## config.mk

```make
export PLATFORM = sky130hd
export DESIGN_NAME = pwrup_seq
export DESIGN_NICKNAME = d
export VERILOG_FILES = /design/src/rtl/pwrup_seq_pkg.sv /design/src/rtl/brown_filter.sv /design/src/rtl/stage_timer.sv /design/src/rtl/pwrup_fsm.sv /design/src/rtl/pwrup_seq.sv
export SDC_FILE = /design/constraint.sdc
export NUM_CORES = 1
export LEC_CHECK = 0
export CAP_MARGIN = 5
export CORE_ASPECT_RATIO = 0.6
export CORE_UTILIZATION = 57
export DETAILED_ROUTE_END_ITERATION = 16
export PLACE_DENSITY = 0.9
export SLEW_MARGIN = 15
export SYNTH_ARGS = -nofsm -noshare
export SYNTH_HDL_FRONTEND = slang
export SYNTH_SLANG_ARGS = --single-unit
export TNS_END_PERCENT = 10
```

## constraint.sdc

```tcl
create_clock -name clk -period 6.4 [get_ports clk]
set_input_delay 1.28 -clock clk [delete_from_list [all_inputs] [get_ports clk]]
set_output_delay 1.28 -clock clk [all_outputs]
set_load 0.02 [all_outputs]
```

## src/rtl/pwrup_seq_pkg.sv

```systemverilog
`timescale 1ns/1ps
// Shared types for the power-up sequencer: state codes and mode helpers.
// Assumes the 3-bit state code is visible at the block edge unchanged.
package pwrup_seq_pkg;

    typedef enum logic [2:0] {
        ST_IDLE  = 3'd0,
        ST_PWRUP = 3'd1,
        ST_XTAL  = 3'd2,
        ST_LOCK  = 3'd3,
        ST_BROWN = 3'd4,
        ST_RUN   = 3'd5
    } seq_state_e;

    localparam logic [2:0] MODE_XTAL_PLL = 3'd3;

    // Crystal modes (codes 0 to 3) need the oscillator settling wait.
    function automatic logic needs_xtal(input logic [2:0] mode);
        return mode <= MODE_XTAL_PLL;
    endfunction

    // Only the crystal-with-PLL mode needs the lock wait.
    function automatic logic needs_lock(input logic [2:0] mode);
        return mode == MODE_XTAL_PLL;
    endfunction

endpackage

```

## src/rtl/brown_filter.sv

```systemverilog
`timescale 1ns/1ps
// Glitch filter for the low-supply flag.
// Counts RC ticks while the enabled flag stays high and clears when it drops.
// Trips on the tick after FILTER ticks have been counted.
// Assumes rc_tick is a one-cycle pulse in the clk domain.
module brown_filter #(
    parameter int FILTER = 4
) (
    input  logic clk,
    input  logic rst_n,
    input  logic brown_en,
    input  logic brown_low,
    input  logic rc_tick,
    output logic brown_now,
    output logic brown_trip
);

    assign brown_now = brown_en & brown_low;

    generate
        if (FILTER == 0) begin : g_nofilt
            assign brown_trip = brown_now & rc_tick;
        end else begin : g_filt
            localparam int FW = $clog2(FILTER + 1);
            localparam logic [FW-1:0] LIMIT = FW'(FILTER);
            logic [FW-1:0] dwell;

            // Saturating count of RC ticks spent with the flag high.
            always_ff @(posedge clk) begin
                if (!rst_n)
                    dwell <= '0;
                else if (!brown_now)
                    dwell <= '0;
                else if (rc_tick && dwell != LIMIT)
                    dwell <= dwell + 1'b1;
            end

            assign brown_trip = brown_now & rc_tick & (dwell == LIMIT);
        end
    endgenerate

endmodule

```

## src/rtl/stage_timer.sv

```systemverilog
`timescale 1ns/1ps
// Single counter shared by all wait stages.
// The sequencer clears it on each state change. It counts step pulses and
// flags the step that completes 'limit' steps. Assumes limit >= 1.
module stage_timer #(
    parameter int TW = 12
) (
    input  logic          clk,
    input  logic          rst_n,
    input  logic          clr,
    input  logic          step,
    input  logic [TW-1:0] limit,
    output logic          expire
);

    logic [TW-1:0] count;

    // Step counter with clear priority.
    always_ff @(posedge clk) begin
        if (!rst_n)
            count <= '0;
        else if (clr)
            count <= '0;
        else if (step)
            count <= count + 1'b1;
    end

    assign expire = step && (count == limit - 1'b1);

endmodule

```

## src/rtl/pwrup_fsm.sv

```systemverilog
`timescale 1ns/1ps
// Sequencer state machine: power-up wait, crystal wait, lock wait, run,
// and the brown-out hold. Remembers whether the current start may run the
// crystal wait (power-on or wake) or not (brown-out exit).
// Assumes stage_done comes from a timer that it clears via stage_clr.
module pwrup_fsm
    import pwrup_seq_pkg::*;
(
    input  logic       clk,
    input  logic       rst_n,
    input  logic       por_pulse,
    input  logic       brown_now,
    input  logic       brown_trip,
    input  logic       stage_done,
    input  logic [2:0] osc_mode,
    input  logic       pwrup_en_n,
    input  logic       wake_req,
    output seq_state_e state,
    output logic       stage_clr
);

    seq_state_e nxt;
    logic       xtal_ok, nxt_xtal_ok;

    // Stage that follows the power-up wait (or stands in for it).
    function automatic seq_state_e after_pwrup(input logic ok, input logic [2:0] mode);
        return (ok && needs_xtal(mode)) ? ST_XTAL : ST_RUN;
    endfunction

    // Next-state and start-cause decision.
    always_comb begin
        nxt         = state;
        nxt_xtal_ok = xtal_ok;
        case (state)
            ST_IDLE: begin
                nxt_xtal_ok = 1'b1;
                nxt = pwrup_en_n ? after_pwrup(1'b1, osc_mode) : ST_PWRUP;
            end
            ST_PWRUP: begin
                if (brown_now)
                    nxt = ST_BROWN;
                else if (stage_done)
                    nxt = after_pwrup(xtal_ok, osc_mode);
            end
            ST_XTAL: begin
                if (brown_trip)
                    nxt = ST_BROWN;
                else if (stage_done)
                    nxt = needs_lock(osc_mode) ? ST_LOCK : ST_RUN;
            end
            ST_LOCK: begin
                if (brown_trip)
                    nxt = ST_BROWN;
                else if (stage_done)
                    nxt = ST_RUN;
            end
            ST_RUN: begin
                if (brown_trip)
                    nxt = ST_BROWN;
                else if (wake_req && needs_xtal(osc_mode)) begin
                    nxt         = ST_XTAL;
                    nxt_xtal_ok = 1'b1;
                end
            end
            ST_BROWN: begin
                if (!brown_now)
                    nxt = pwrup_en_n ? after_pwrup(1'b0, osc_mode) : ST_PWRUP;
            end
            default: nxt = ST_IDLE;
        endcase
        if (nxt == ST_BROWN)
            nxt_xtal_ok = 1'b0;
        if (por_pulse) begin
            nxt         = ST_IDLE;
            nxt_xtal_ok = 1'b1;
        end
    end

    // State and start-cause registers.
    always_ff @(posedge clk) begin
        if (!rst_n) begin
            state   <= ST_IDLE;
            xtal_ok <= 1'b1;
        end else begin
            state   <= nxt;
            xtal_ok <= nxt_xtal_ok;
        end
    end

    assign stage_clr = por_pulse || (nxt != state);

endmodule

```

## src/rtl/pwrup_seq.sv

```systemverilog
`timescale 1ns/1ps
// Power-up reset timing sequencer top.
// Holds dev_reset until the power-up, crystal and lock waits that apply
// have completed, and filters the low-supply flag into a brown-out hold.
// Assumes rc_tick and osc_tick are one-cycle enables synchronous to clk.
module pwrup_seq
    import pwrup_seq_pkg::*;
#(
    parameter int PWRUP_BITS   = 11,
    parameter int XTAL_CYCLES  = 1024,
    parameter int LOCK_TICKS   = 63,
    parameter int BROWN_FILTER = 4
) (
    input  logic       clk,
    input  logic       rst_n,
    input  logic       por_pulse,
    input  logic       brown_low,
    input  logic       rc_tick,
    input  logic       osc_tick,
    input  logic [2:0] osc_mode,
    input  logic       pwrup_en_n,
    input  logic       brown_en,
    input  logic       wake_req,
    output logic       dev_reset,
    output logic [2:0] seq_state,
    output logic       seq_done
);

    localparam int PW  = PWRUP_BITS + 1;
    localparam int XW  = $clog2(XTAL_CYCLES + 1);
    localparam int LW  = $clog2(LOCK_TICKS + 1);
    localparam int PXW = (PW > XW) ? PW : XW;
    localparam int TW  = (PXW > LW) ? PXW : LW;

    seq_state_e    fsm_state;
    logic          brown_now, brown_trip;
    logic          stage_clr, stage_done, stage_step;
    logic [TW-1:0] stage_limit;

    brown_filter #(.FILTER(BROWN_FILTER)) i_filter (
        .clk        (clk),
        .rst_n      (rst_n),
        .brown_en   (brown_en),
        .brown_low  (brown_low),
        .rc_tick    (rc_tick),
        .brown_now  (brown_now),
        .brown_trip (brown_trip)
    );

    // Pick the time base and length for the active wait stage.
    always_comb begin
        stage_step  = 1'b0;
        stage_limit = TW'(1);
        case (fsm_state)
            ST_PWRUP: begin
                stage_step  = rc_tick;
                stage_limit = TW'(1) << PWRUP_BITS;
            end
            ST_XTAL: begin
                stage_step  = osc_tick;
                stage_limit = TW'(XTAL_CYCLES);
            end
            ST_LOCK: begin
                stage_step  = rc_tick;
                stage_limit = TW'(LOCK_TICKS);
            end
            default: ;
        endcase
    end

    stage_timer #(.TW(TW)) i_timer (
        .clk    (clk),
        .rst_n  (rst_n),
        .clr    (stage_clr),
        .step   (stage_step),
        .limit  (stage_limit),
        .expire (stage_done)
    );

    pwrup_fsm i_fsm (
        .clk        (clk),
        .rst_n      (rst_n),
        .por_pulse  (por_pulse),
        .brown_now  (brown_now),
        .brown_trip (brown_trip),
        .stage_done (stage_done),
        .osc_mode   (osc_mode),
        .pwrup_en_n (pwrup_en_n),
        .wake_req   (wake_req),
        .state      (fsm_state),
        .stage_clr  (stage_clr)
    );

    assign seq_state = fsm_state;
    assign seq_done  = (fsm_state == ST_RUN);
    assign dev_reset = (fsm_state != ST_RUN);

endmodule

```

==> results of run 1 <==
registers in the layout, summed over array words and instances (netlist names):
signal,count
i_fsm.xtal_ok,1
i_fsm.state,3
i_filter.g_filt.dwell,3
i_timer.count,12
cell usage in the layout (no fill, tap or decap), types with 3 or more instances in the layout:
cell	instances
sky130_fd_sc_hd__xnor2_1	5
sky130_fd_sc_hd__inv_1	7
sky130_fd_sc_hd__xor2_1	8
sky130_fd_sc_hd__a211oi_1	3
sky130_fd_sc_hd__ha_1	3
sky130_fd_sc_hd__and3_1	3
sky130_fd_sc_hd__nand3_1	9
sky130_fd_sc_hd__nand2b_1	3
sky130_fd_sc_hd__nand2_1	13
sky130_fd_sc_hd__nor2_1	24
sky130_fd_sc_hd__nor2b_1	4
sky130_fd_sc_hd__clkbuf_8	3
sky130_fd_sc_hd__o21ai_0	5
sky130_fd_sc_hd__a31oi_1	3
sky130_fd_sc_hd__clkdlybuf4s50_1	16
sky130_fd_sc_hd__a21oi_1	9
sky130_fd_sc_hd__nand4_1	5
sky130_fd_sc_hd__nor3_1	3
sky130_fd_sc_hd__nor2_2	10
sky130_fd_sc_hd__dfxtp_1	19
where the power goes:
group / total, uW / internal [uW] / leakage [uW] / switching, uW
logic: 52.5 / 24.5 / 0.000355 / 27.9
registers: 125 / 120 / 0.000153 / 5.59
clock network: 84.6 / 43.4 / 0.0000255 / 41.2
cell families after synthesis:
family                     after synthesis
AOI/OAI and AO/OA                       37
and+or+nand+nor                         88
buffers and inverters                   13
DFF                                     19
adders and majority gates                3
muxes                                    2
xor gates and xnor gates                14
layout make-up:
class	instances	area share, %
multi-input cells	144	58.80
repair buffers	16	10.14
inverters	7	1.664
flip-flops and latches	19	24.09
clock inverters	1	0.3170
clock buffers	3	2.615
well taps	30	2.377
through the flow:
step	cells	power, uW
CTS	220	262.8
global route	220	273.0
floorplan	176	162.6
finish	220	262.2
detailed placement	216	178.7
global placement	216	177.1
worst max-delay path by stage:
stage	from	to	slack [ps]	cells after the start
4_1_cts	rc_tick	i_timer.count[1]	2960	8
5_1_grt	rc_tick	i_timer.count[1]	2790	8
3_3_place_gp	rc_tick	i_timer.count[1]	2770	8
6_report	rc_tick	i_timer.count[1]	2950	8
3_5_place_dp	rc_tick	i_timer.count[1]	2690	8
2_1_floorplan	osc_tick	i_timer.count[5]	3530	8
routing by layer:
metal	vias to the layer above	wire length, um
li1	657	-
met1	610	1496
met2	82	1448
met3	12	365
met4	0	59
met5	-	0
worst register-to-register path, delay by kind of cell (launching register included):
family,cells,cell delay [ps]
and+or+nand+nor,2,570
AOI/OAI and AO/OA,5,1280
DFF,1,810
==> flow_results.org, run 1 <==
** Run status
- Run status :: finished, final reports clean

** Clock tree
- In this run, post-CTS repair resized a total of 0 instances.
- Once the clock tree was built, the setup fixing pass inserted 0 buffers.
- CTS tree :: yes
- CTS HTree Levels :: 1
- TritonCTS buffer count :: 3
- CTS Buffer Depth :: 2
- Clock Sinks :: 19
- After clock tree synthesis, the clock-pin slew on the worst setup and hold paths is 70 ps.
- The tree is rooted in a sky130_fd_sc_hd__clkbuf_8.
- Number of hold buffers added after cts :: 0
- Insertion delay of the later-clocked pin in the worst-skew pair :: 260 ps

** Yosys
- Post-synthesis compound-gate area fraction :: between 15 and 20%
- Dominant cells by area after synthesis :: sky130_fd_sc_hd__dfxtp_1 (28%), sky130_fd_sc_hd__nor2_1 (6.5%), sky130_fd_sc_hd__xor2_1 (5.1%), sky130_fd_sc_hd__nor2_2 (4.5%), sky130_fd_sc_hd__nand2_1 (3.5%)
- Average footprint of a synthesized cell :: roughly 8 sq um
- The share of the Yosys chip area taken by registers is approximately 28%.
- Cell variety after synth :: slightly above 50
- Summed over its instances, the top area cell type makes up roughly 28% of the synthesized netlist area.
- Post-Syn Area :: around 1400 sq um
- Adder-cell share of the synthesized area :: around 2.7%
- Flops & latches, synth :: 19
- Number of synthesized flops with an enable pin :: 0
- By area, the combinational part of the netlist is dominated by simple AND/OR/NAND/NOR gates.
- After Yosys synthesis, XOR and XNOR cells account for under 10% of the synthesized area.
- The biggest area contributor in the post-synthesis netlist is sky130_fd_sc_hd__dfxtp_1.
- Fraction of registers with async set/reset :: 0%
- Summing the areas of all and, or, nand and nor instances in the mapped netlist gives 34.42% of the synthesized area.
- Mux contribution to synthesized area :: 1.453%
- The number of nets in the synthesized netlist is about 190.
- Cells after Synth :: roughly 180
- Post-synth top flop :: sky130_fd_sc_hd__dfxtp_1
- Leading cell type by number of instances after synthesis :: sky130_fd_sc_hd__nor2_1
- In the synthesized netlist, the cells that appear most often are sky130_fd_sc_hd__nor2_1 (24), sky130_fd_sc_hd__dfxtp_1 (19), sky130_fd_sc_hd__nand2_1 (13), sky130_fd_sc_hd__nor2_2 (10).
- Number of warnings printed during yosys synthesis :: 0

** Global route
- Via count of the first global-routing pass :: between 1000 and 1500
- The global routing stage identified its most utilized layer as met2.
- Largest net degree at the start of global routing :: 22
- The number of antenna violations at the first check in global routing is 0.
- Global routing consumed, over all layers together, between 20% and 30% of the routing resources.
- Global routing consumed, on the met1 layer, 36.74% of the routing resources.
- Met3 Use GR :: under 10%
- Wire length of the first global-routing pass :: around 5300 um
- Met2 track demand over resource :: just under 50%
- Overflow after GRT :: 0

** Placement
- Worst slack after detailed placement :: about 2700 ps
- Global placement routability congestion :: roughly 0.9
- Detailed placement finished with a half-perimeter wire length of 2647 um.
- Count of input and output buffers :: 16
- Area post-placement :: between 1500 and 2000 sq um

** Layout
- Cells fill 70.86% of the core in the end.
- Relative to the synthesized area, the layout overhead comes to 14.62%.
- Filler cell count :: approximately 160
- The post-route netlist has 12.11% of its cells at a drive strength greater than 1.
- Ant diodes :: 0
- Summing all multi-input logic gate instances after layout gives between 900 and 1000 sq um.
- Final std cell area, no fill :: between 1500 and 2000 sq um
- For this run, the post-layout net count is ~210.
- Summing all flip-flop and latch instances after layout gives about 380 sq um.

** Setup path
- Counting both buffers and inverters, the worst setup path holds a total of 1.
- The startpoint identified for the worst register-to-register timing path is i_fsm.state[0].
- Cells on worst reg2reg path :: 7
- Traced cell by cell, the critical path runs through clkdlybuf4s50_1, nand2_1, a21oi_2, o21ai_2, o31ai_1, a31oi_1, o2111ai_2, nor2_1.
- At the worst endpoint, the arrival time is about 3600 ps.
- In this run the critical register-to-register path is captured at i_timer.count[1].
- In this run the register-to-register setup slack is 3590 ps.
- Slowest Stage Delay on Critical Path :: between 600 and 700 ps
- Largest fanout on the critical path :: 12
- Startpoint kind of the worst setup timing path :: input pin
- Nature of the critical path endpoint :: flip-flop
- Critical setup path kind :: input pin to flip-flop
- Data on the critical path is required at its endpoint by between 6000 and 7000 ps.
- In this design, the largest share of critical-path delay is due to compound AO/OA/AOI/OAI gates.
- Master of the slowest instance on the critical path :: sky130_fd_sc_hd__o2111ai_2

** Routing
- First-pass iteration count of the detailed router :: 4
- After detailed routing, the number of remaining DRC violations is 0.
- After detailed routing, the number of vias per cell comes to between 6 and 7.
- After detailed routing, the average wire length per cell comes to 15.31 um.
- For this block, the routed nets add up to 3369 um of wire.
- Count of routing violations after the opening detailed-route iteration :: between 100 and 150
- The count of nets left with antenna violations once routing finished came out at 0.
- Overall via count from detail_route :: 1361

** Floorplan
- The die covers around 2600 sq um.
- Row generation in the floorplan step produced 13 rows.
- For this design the top-level I/O count stands at 17.
- Measured along the x axis, the die boundary spans between 60 and 70 um.
- Once the floorplan was initialized, standard cells occupied 61.82% of the core.
- Vertical die dimension :: approximately 40 um
- Core Region :: about 2200 sq um

** Timing
- The worst path uses between 50% and 60% of the clock period.
- On the final layout, the worst clock skew is between 6 and 7 ps.
- Worst slew slack as a fraction of its limit :: approximately 50%
- Worst-Margin Slew :: between 700 and 800 ps
- The number of hold-slack violations in the final timing report was 0.
- Across all setup checks in the final design, the least slack found is approximately 2900 ps.
- Post-layout min period :: around 3500 ps
- Setup repair after global routing missed its margin :: false
- Hold is met by 481.5 ps.
- Setup total negative slack :: 0 ps
- # setup viols final :: 0
- Static timing analysis puts the maximum clock frequency at 0.2898 GHz.
- The max-slew violation count was 0.

** Worst hold path
- The worst hold path was traced through 2 stages.
- The tightest min-delay check is of the flip-flop to flip-flop type.
- Terminating pin of the worst hold path :: i_filter.g_filt.dwell[1]
- The startpoint identified for the worst hold timing path is i_filter.g_filt.dwell[1].

** Power and ir drop
- Maximum ir drop on the vdd rail :: between 90 and 100 uV
- Power per Cell Area :: 166.0 nW/um^2
- Summed over all cells, the static leakage comes to between 0.0005 and 0.0006 uW.

** Job
- Maxcap violations :: 0
No activity file was read; power rests on OpenSTA's default activity.
==> run 2: changes to the inputs <==
Settings changed: CORE_UTILIZATION 57 to 49, PLACE_DENSITY 0.9 to 0.83.
Clock period 6.4 ns to 2.8 ns, I/O delays scaled along.
==> run 2 against run 1 <==
Highest routed layer unchanged. Largest power group unchanged. Design area up 4.3%. Critical endpoint is now i_timer.count[8]. Via count is 0.81% higher. Total power is 130% higher. Critical path type is now flip-flop to flip-flop. Non-clock buffer count up 7.
==> flow_results.org, run 2 (synthesis results as in run 1) <==
** Run status
- The flow ran to the end, and the final reports show no timing, DRC or antenna violations.

** Job
- Maxcap violations :: 0

** Routing
- Final routed DRC violation total :: 0
- The routed design has 3519 um of wire.
- Count of routing violations after the opening detailed-route iteration :: roughly 130
- Overall via count from detail_route :: between 1000 and 1500
- ANT nets after route :: 0
- First-pass iteration count of the detailed router :: 5
- Using the TritonRoute via totals, the vias-per-cell ratio works out to 5.991.
- Dividing the detail-routed wire length by the instance count gives around 15 um.

** Clock tree
- For this design, the sink count on the clock tree is 19.
- CTS built an H-tree with a depth of 1.
- Clock-pin slew was measured on the worst setup and hold paths at around 70 ps.
- Number of hold buffers added after cts :: 0
- Counting along the longest clock path gives a buffer depth of 2.
- Resized cells post-CTS :: 0
- TritonCTS buffer count :: 3
- Once the clock tree was built, the setup fixing pass inserted 0 buffers.
- In this run the clock root is driven by a sky130_fd_sc_hd__clkbuf_8.
- CTS tree :: yes
- Clock latency on the worst-skew pair, taken at its later pin, is around 260 ps.

** Setup path
- For the worst setup path, the data required time is 3000 ps.
- The worst setup path is launched from a flip-flop.
- Of all nets on the critical path, the largest fanout is 12.
- Worst Path Arrival :: between 2000 and 3000 ps
- Critical setup path kind :: flip-flop to flip-flop
- The worst setup path is captured at a flip-flop.

** Layout
- In the final layout, the share of cells above drive strength 1 is around 15%.
- Summing all flip-flop and latch instances after layout gives between 300 and 400 sq um.
- Regs by FF count :: i_timer.count: 12 flops, i_filter.g_filt.dwell: 3 flops, i_fsm.state: 3 flops
- Top library cells by usage in the layout, fill and taps aside :: sky130_fd_sc_hd__nor2_1 (24), sky130_fd_sc_hd__dfxtp_1 (19), sky130_fd_sc_hd__clkdlybuf4s50_1 (16), sky130_fd_sc_hd__nand2_1 (13), sky130_fd_sc_hd__nor2_2 (10)
- Summing all non-filler instances in the final layout gives an area of roughly 1600 sq um.
- Most common library cell in the layout ignoring fill and taps :: sky130_fd_sc_hd__nor2_1
- 0 antenna diodes ended up in the layout.
- Top reg by flops :: i_timer.count
- Area used by multi-input combinational logic :: ~930 sq um
- The area growth from synthesis to layout is 19.53%.
- Net count reported at finish :: 213
- After filler insertion, the fill cell instance count of the layout stands at 220.
- The register with the most flip-flops in the layout has 12 of them.

** Global route
- The first global-routing pass estimated 5706 um of wire.
- Overflow after GRT :: 0
- The number of antenna violations at the first check in global routing was 0.
- Via count of the first global-routing pass :: about 1200
- For this run, the total global-route usage over all layers was measured as between 20 and 30%.
- Largest net degree at the start of global routing :: 15

** Floorplan
- Measured along the y axis, the die boundary spans around 43 um.
- The floorplan step defined a die boundary enclosing 3034 sq um.
- Number of top-level design ports :: 17
- Number of core rows :: 14
- Effective utilization at floorplan :: ~53%
- Die width :: 70.45 um
- Core Region :: approximately 2600 sq um

** Timing
- The number of hold-slack violations in the final timing report was 0.
- Clock skew :: between 3 and 4 ps
- Setup repair after global routing missed its margin :: false
- Timing would allow up to between 0.3 and 0.4 GHz.
- After layout, the worst path uses 91.05% of the clock period.
- The max-slew violation count came to 0.
- Setup violations remaining at the end of the flow were counted as 0.
- Post-layout min period :: 2549 ps
- For the pin with the worst max-slew slack, the measured transition is between 400 and 500 ps.
- Headroom to the max-slew limit came out at between 60 and 70%.
- Adding up every negative setup slack in the final design gives 0 ps.

** Placement
- In this run the cell area measured after placement is approximately 1600 sq um.
- Detailed-placement wirelength estimate :: 2762 um
- Global placement routability congestion :: between 0.9 and 1
- Count of input and output buffers :: 16

** Power and ir drop
- Sw Pwr :: between 150 and 200 uW
- VDD sags by at most 173.4 uV.
- Power spread over the standard cell area amounts to between 300 and 400 nW/um^2.
- Register share of total power :: 46.0%
- Switching power as a share of total power :: 28.42%
- The clock network burns about a third of the power.
- Comb power frac :: 22.4%
- For this design the static power due to leakage is between 0.0005 and 0.0006 uW.
- The internal power of the cells totals 436.5 uW.

** Worst hold path
- Type of the most critical hold path :: flip-flop to flip-flop
run 2: changes by cell type in the layout (fill, tap and decap cells not counted), sizes merged:
cell and change:
buf +7
run 2: worst paths after layout:
check	from	to	slack (ps)	cells after the start
max	i_fsm.state[0]	i_timer.count[8]	250	10
min	i_filter.g_filt.dwell[1]	i_filter.g_filt.dwell[1]	500	2
max reg2reg	i_fsm.state[0]	i_timer.count[8]	250	10
min reg2reg	i_filter.g_filt.dwell[1]	i_filter.g_filt.dwell[1]	500	2
run 2: power groups by stage:
stage	Clock (uW)	Combinational (uW)	Sequential, uW
global route	207	148	281
floorplan	0	87.2	285
CTS	197	133	280
detailed placement	0	133	287
finish	193	136	281
global placement	0	131	287
run 2: cell type report:
class | count | share of cell area (%)
clock buffers | 3 | 2.508
clock inverters | 1 | 0.3040
inverters | 7 | 1.596
multi-input cells | 144 | 56.38
flip-flops and latches | 19 | 23.10
well taps | 32 | 2.432
repair buffers | 23 | 13.68
run 2: critical path, stage by stage (launching register included):
cell and delay, ps:
sky130_fd_sc_hd__dfxtp_1 610, sky130_fd_sc_hd__buf_4 250, sky130_fd_sc_hd__or2b_1 260, sky130_fd_sc_hd__a211oi_1 220, sky130_fd_sc_hd__or3_4 180, sky130_fd_sc_hd__nor3_4 40, sky130_fd_sc_hd__buf_4 150, sky130_fd_sc_hd__o2111ai_1 280
sky130_fd_sc_hd__o2111ai_2 190, sky130_fd_sc_hd__buf_12 200, sky130_fd_sc_hd__nor2_2 100
run 2: layer usage:
metal  part of all wire [%]  GRT usage [%]  wire, um
met5                      0              0         0
met3                    9.9          10.21       348
met4                    1.4          10.00        48
met2                     42          36.38      1475
met1                     47          33.62      1645
run 2: through the flow:
stage | setup slack, ps | hold WS [ps] | total power (uW) | instances | util (%)
detailed placement | 92.37 | 489.5 | 419.7 | 225 | 62.15
global route | 95.21 | 538.0 | 636.0 | 229 | 63.95
floorplan | 513.3 | 452.1 | 371.7 | 176 | -
global placement | 130.3 | 462.1 | 417.6 | 225 | 62.15
CTS | 287.5 | 499.2 | 610.8 | 229 | 63.95
finish | 250.6 | 502.4 | 609.7 | 229 | 63.95
==> run 3: changes to the inputs <==
Settings changed: PLACE_DENSITY 0.83 to 0.75, SETUP_SLACK_MARGIN set to 0.5.
==> run 3 against run 2 <==
Clock power grew 2%. Highest routed layer unchanged. Via count is 1.6% lower. Largest power group unchanged. Hold slack worse by 21 ps.
==> flow_results.org, run 3 (synthesis results as in run 1) <==
** Power and ir drop
- Clock network fraction of design power :: between 30% and 40%
- Comb power frac :: approximately 22%
- Switching power as a share of total power :: between 20 and 30%
- Maximum ir drop on the vdd rail :: between 300 and 400 uV
- The internal portion of the total power is roughly 440 uW.
- Register share of total power :: 45.6%
- Power per Cell Area :: between 300 and 400 nW/um^2
- Sw Pwr :: 178.0 uW
- The analysis attributes to cell leakage a power of around 0.00063 uW.

** Layout
- Ant diodes :: 0
- At the end of the flow, the number of nets in the layout was 214.
- Counting the fill cells in the layout gives 220.
- In the layout the commonest cells are sky130_fd_sc_hd__nor2_1 (24), sky130_fd_sc_hd__dfxtp_1 (16), sky130_fd_sc_hd__nand2_1 (13), sky130_fd_sc_hd__clkdlybuf4s50_1 (11), sky130_fd_sc_hd__nor2_2 (10).
- Most common library cell in the layout ignoring fill and taps :: sky130_fd_sc_hd__nor2_1
- Regs by FF count :: i_timer.count: 12 flops, i_filter.g_filt.dwell: 3 flops, i_fsm.state: 3 flops
- Of the cells placed in the final design, the portion with a size suffix greater than 1 is around a fifth.
- Top reg by flops :: i_timer.count
- Filler-free cell count of the finished design :: between 200 and 250
- Growth of design area from synthesis to finish :: 22.53%
- Flip-flop count of the largest register, all copies and words added :: 12

** Clock tree
- In this run the post-CTS setup repair buffer count came out at 0.
- CTS Buffer Depth :: 2
- Clock transition at the registers of the reported paths :: roughly 80 ps
- The tree is rooted in a sky130_fd_sc_hd__clkbuf_8.
- In this run the number of H-tree levels came out at 1.
- The clock reaches the later pin of the worst-skew pair after 260 ps.
- Clock Sinks :: 19
- Number of hold buffers added after cts :: 0
- TritonCTS buffer count :: 3
- TritonCTS built the clock tree.

** Setup path
- STA puts the critical path data arrival time at around 1800 ps.
- The kind of cell with the highest combined delay along the critical path is buffers and inverters.
- Slowest Stage Delay on Critical Path :: between 500 and 600 ps
- STA classifies the critical path startpoint as a flip-flop.
- Worst setup slack for register-to-register paths :: about 600 ps
- For the worst setup path, the data required time is about 2200 ps.
- The setup path with the least slack is of type flip-flop to output port.
- The startpoint identified for the worst register-to-register timing path is i_filter.g_filt.dwell[0].
- The critical path contains buffers and inverters numbering 3 combined.
- Walking the worst path, the cells encountered are buf_4, nand2_1, nor2_1, inv_1, clkdlybuf4s50_1.
- The worst setup path is captured at an output port.
- Master of the slowest instance on the critical path :: sky130_fd_sc_hd__clkdlybuf4s50_1
- In this run the worst setup path begins at i_fsm.state[2].
- Largest fanout on the critical path :: 11

** Routing
- DR WL/cell :: between 15 and 20 um
- DR vias/cell :: 5.870
- In this run the remaining antenna-violating nets after routing total 0.
- Count of routing violations after the opening detailed-route iteration :: approximately 220
- For this run, design rule violations remaining after detail routing come to 0.
- First-pass iteration count of the detailed router :: 4
- The final route contains approximately 1400 vias.
- After detailed routing, the total wire length is between 3000 and 4000 um.

** Timing
- Number of hold violations in the final report :: 0
- Setup violations remaining at the end of the flow were counted as 0.
- The worst pin sits at a relative slew slack of 77.80%.
- After layout, the minimum clock period comes to between 2000 and 2500 ps.
- Static timing analysis puts the maximum clock frequency at roughly 0.43 GHz.
- After layout, the worst path uses roughly 83% of the clock period.
- On the final layout, the worst clock skew is just under 0.8 ps.
- Setup total negative slack on the finished layout was measured at 0 ps.
- For the pin with the worst max-slew slack, the measured transition is between 300 and 400 ps.
- Final Slew Violations :: 0
- Setup repair after global routing missed its margin :: true

** Global route
- The via count of the first global-routing pass was between 1000 and 1500.
- Summed over all layers, the global routing overflow is 0.
- Entering global routing, the biggest net connects 14 pins.
- The first global-routing pass estimated between 5000 and 6000 um of wire.
- Global router's overall resource usage :: around 25%
- The number of antenna violations at the first check in global routing was 0.

** Placement
- The number of placed instances, taps included, is roughly 230.
- Count of input and output buffers :: 16
- Global placement routability congestion :: a little under 1
- The wire-length estimate of the detail-placed layout is 2654 um.

** Floorplan
- For this configuration, the core starts out at a cell density of 53.50%.
- Measured along the x axis, the die boundary spans slightly above 70 um.
- Vertical die dimension :: ~43 um
- The total area inside the core boundary comes to between 2000 and 3000 sq um.
- Number of top-level design ports :: 17
- Area enclosed by the die boundary :: between 3000 and 4000 sq um
- Number of core rows :: 14

** Worst hold path
- The tightest min-delay check is of the flip-flop to flip-flop type.
- The startpoint identified for the worst hold timing path is i_filter.g_filt.dwell[1].

** Run status
- Run status :: finished, final reports clean

** Job
- Max-cap violations in this run came to 0.
run 3: worst paths after layout:
path                              endpoint  cells after the start
setup / recovery                 dev_reset                      5
hold / removal    i_filter.g_filt.dwell[1]                      2
setup reg to reg          i_timer.count[9]                     10
hold reg to reg   i_filter.g_filt.dwell[1]                      2
run 3: area by class of cell:
| class | instances | area (sq um) | area share, % |
|---|---|---|---|
| Timing Repair Buffer | 24 | 236.5 | 14.01 |
| Clock buffer | 3 | 41.29 | 2.446 |
| Multi-Input combinational cell | 144 | 949.7 | 56.26 |
| Sequential cell | 19 | 386.6 | 22.91 |
| Clock inverter | 1 | 7.507 | 0.4448 |
| Tap cell | 32 | 40.04 | 2.372 |
| Inverter | 7 | 26.28 | 1.557 |
run 3: layer usage:
layer | vias to the layer above | track usage [%] | routed length (um)
met2 | 46 | 34.67 | 1380
li1 | 675 | - | -
met1 | 627 | 36.65 | 1769
met4 | 0 | 2.400 | 6
met3 | 2 | 9.264 | 303
met5 | - | 0 | 0
run 3: timing repair:
item | in CTS | in global routing
pin swaps | 0 | 5
endpoints found under the setup margin | 14 | 14
gates cloned | 0 | 1
gates resized for setup | 7 | 12
run 3: power groups by stage:
stage / sequential (uW) / clock (uW) / combinational, uW
finish: 281 / 197 / 138
detailed placement: 287 / 0 / 128
floorplan: 285 / 0 / 87.2
CTS: 281 / 200 / 131
global placement: 287 / 0 / 129
global route: 282 / 215 / 150
run 3: per-stage QoR:
stage / setup slack [ps] / instance area [sq um] / hold slack, ps / power (uW) / util [%]
after floorplan: 513.3 / 1378 / 452.1 / 371.7 / -
final: 475.7 / 1688 / 481.3 / 616.7 / 65.55
after CTS: 469.4 / 1650 / 490.2 / 612.1 / 64.09
after global routing: 390.8 / 1688 / 517.6 / 646.9 / 65.55
after global placement: 168.1 / 1588 / 463.4 / 415.7 / 61.66
after detailed placement: 153.8 / 1588 / 479.5 / 415.7 / 61.66
run 3: worst min-delay path: cells and delay by family (launching register included):
kind | cells | cell delay, ps
flip-flops | 1 | 330
AND/OR/NAND/NOR | 1 | 60
AO/OA/AOI/OAI | 1 | 50
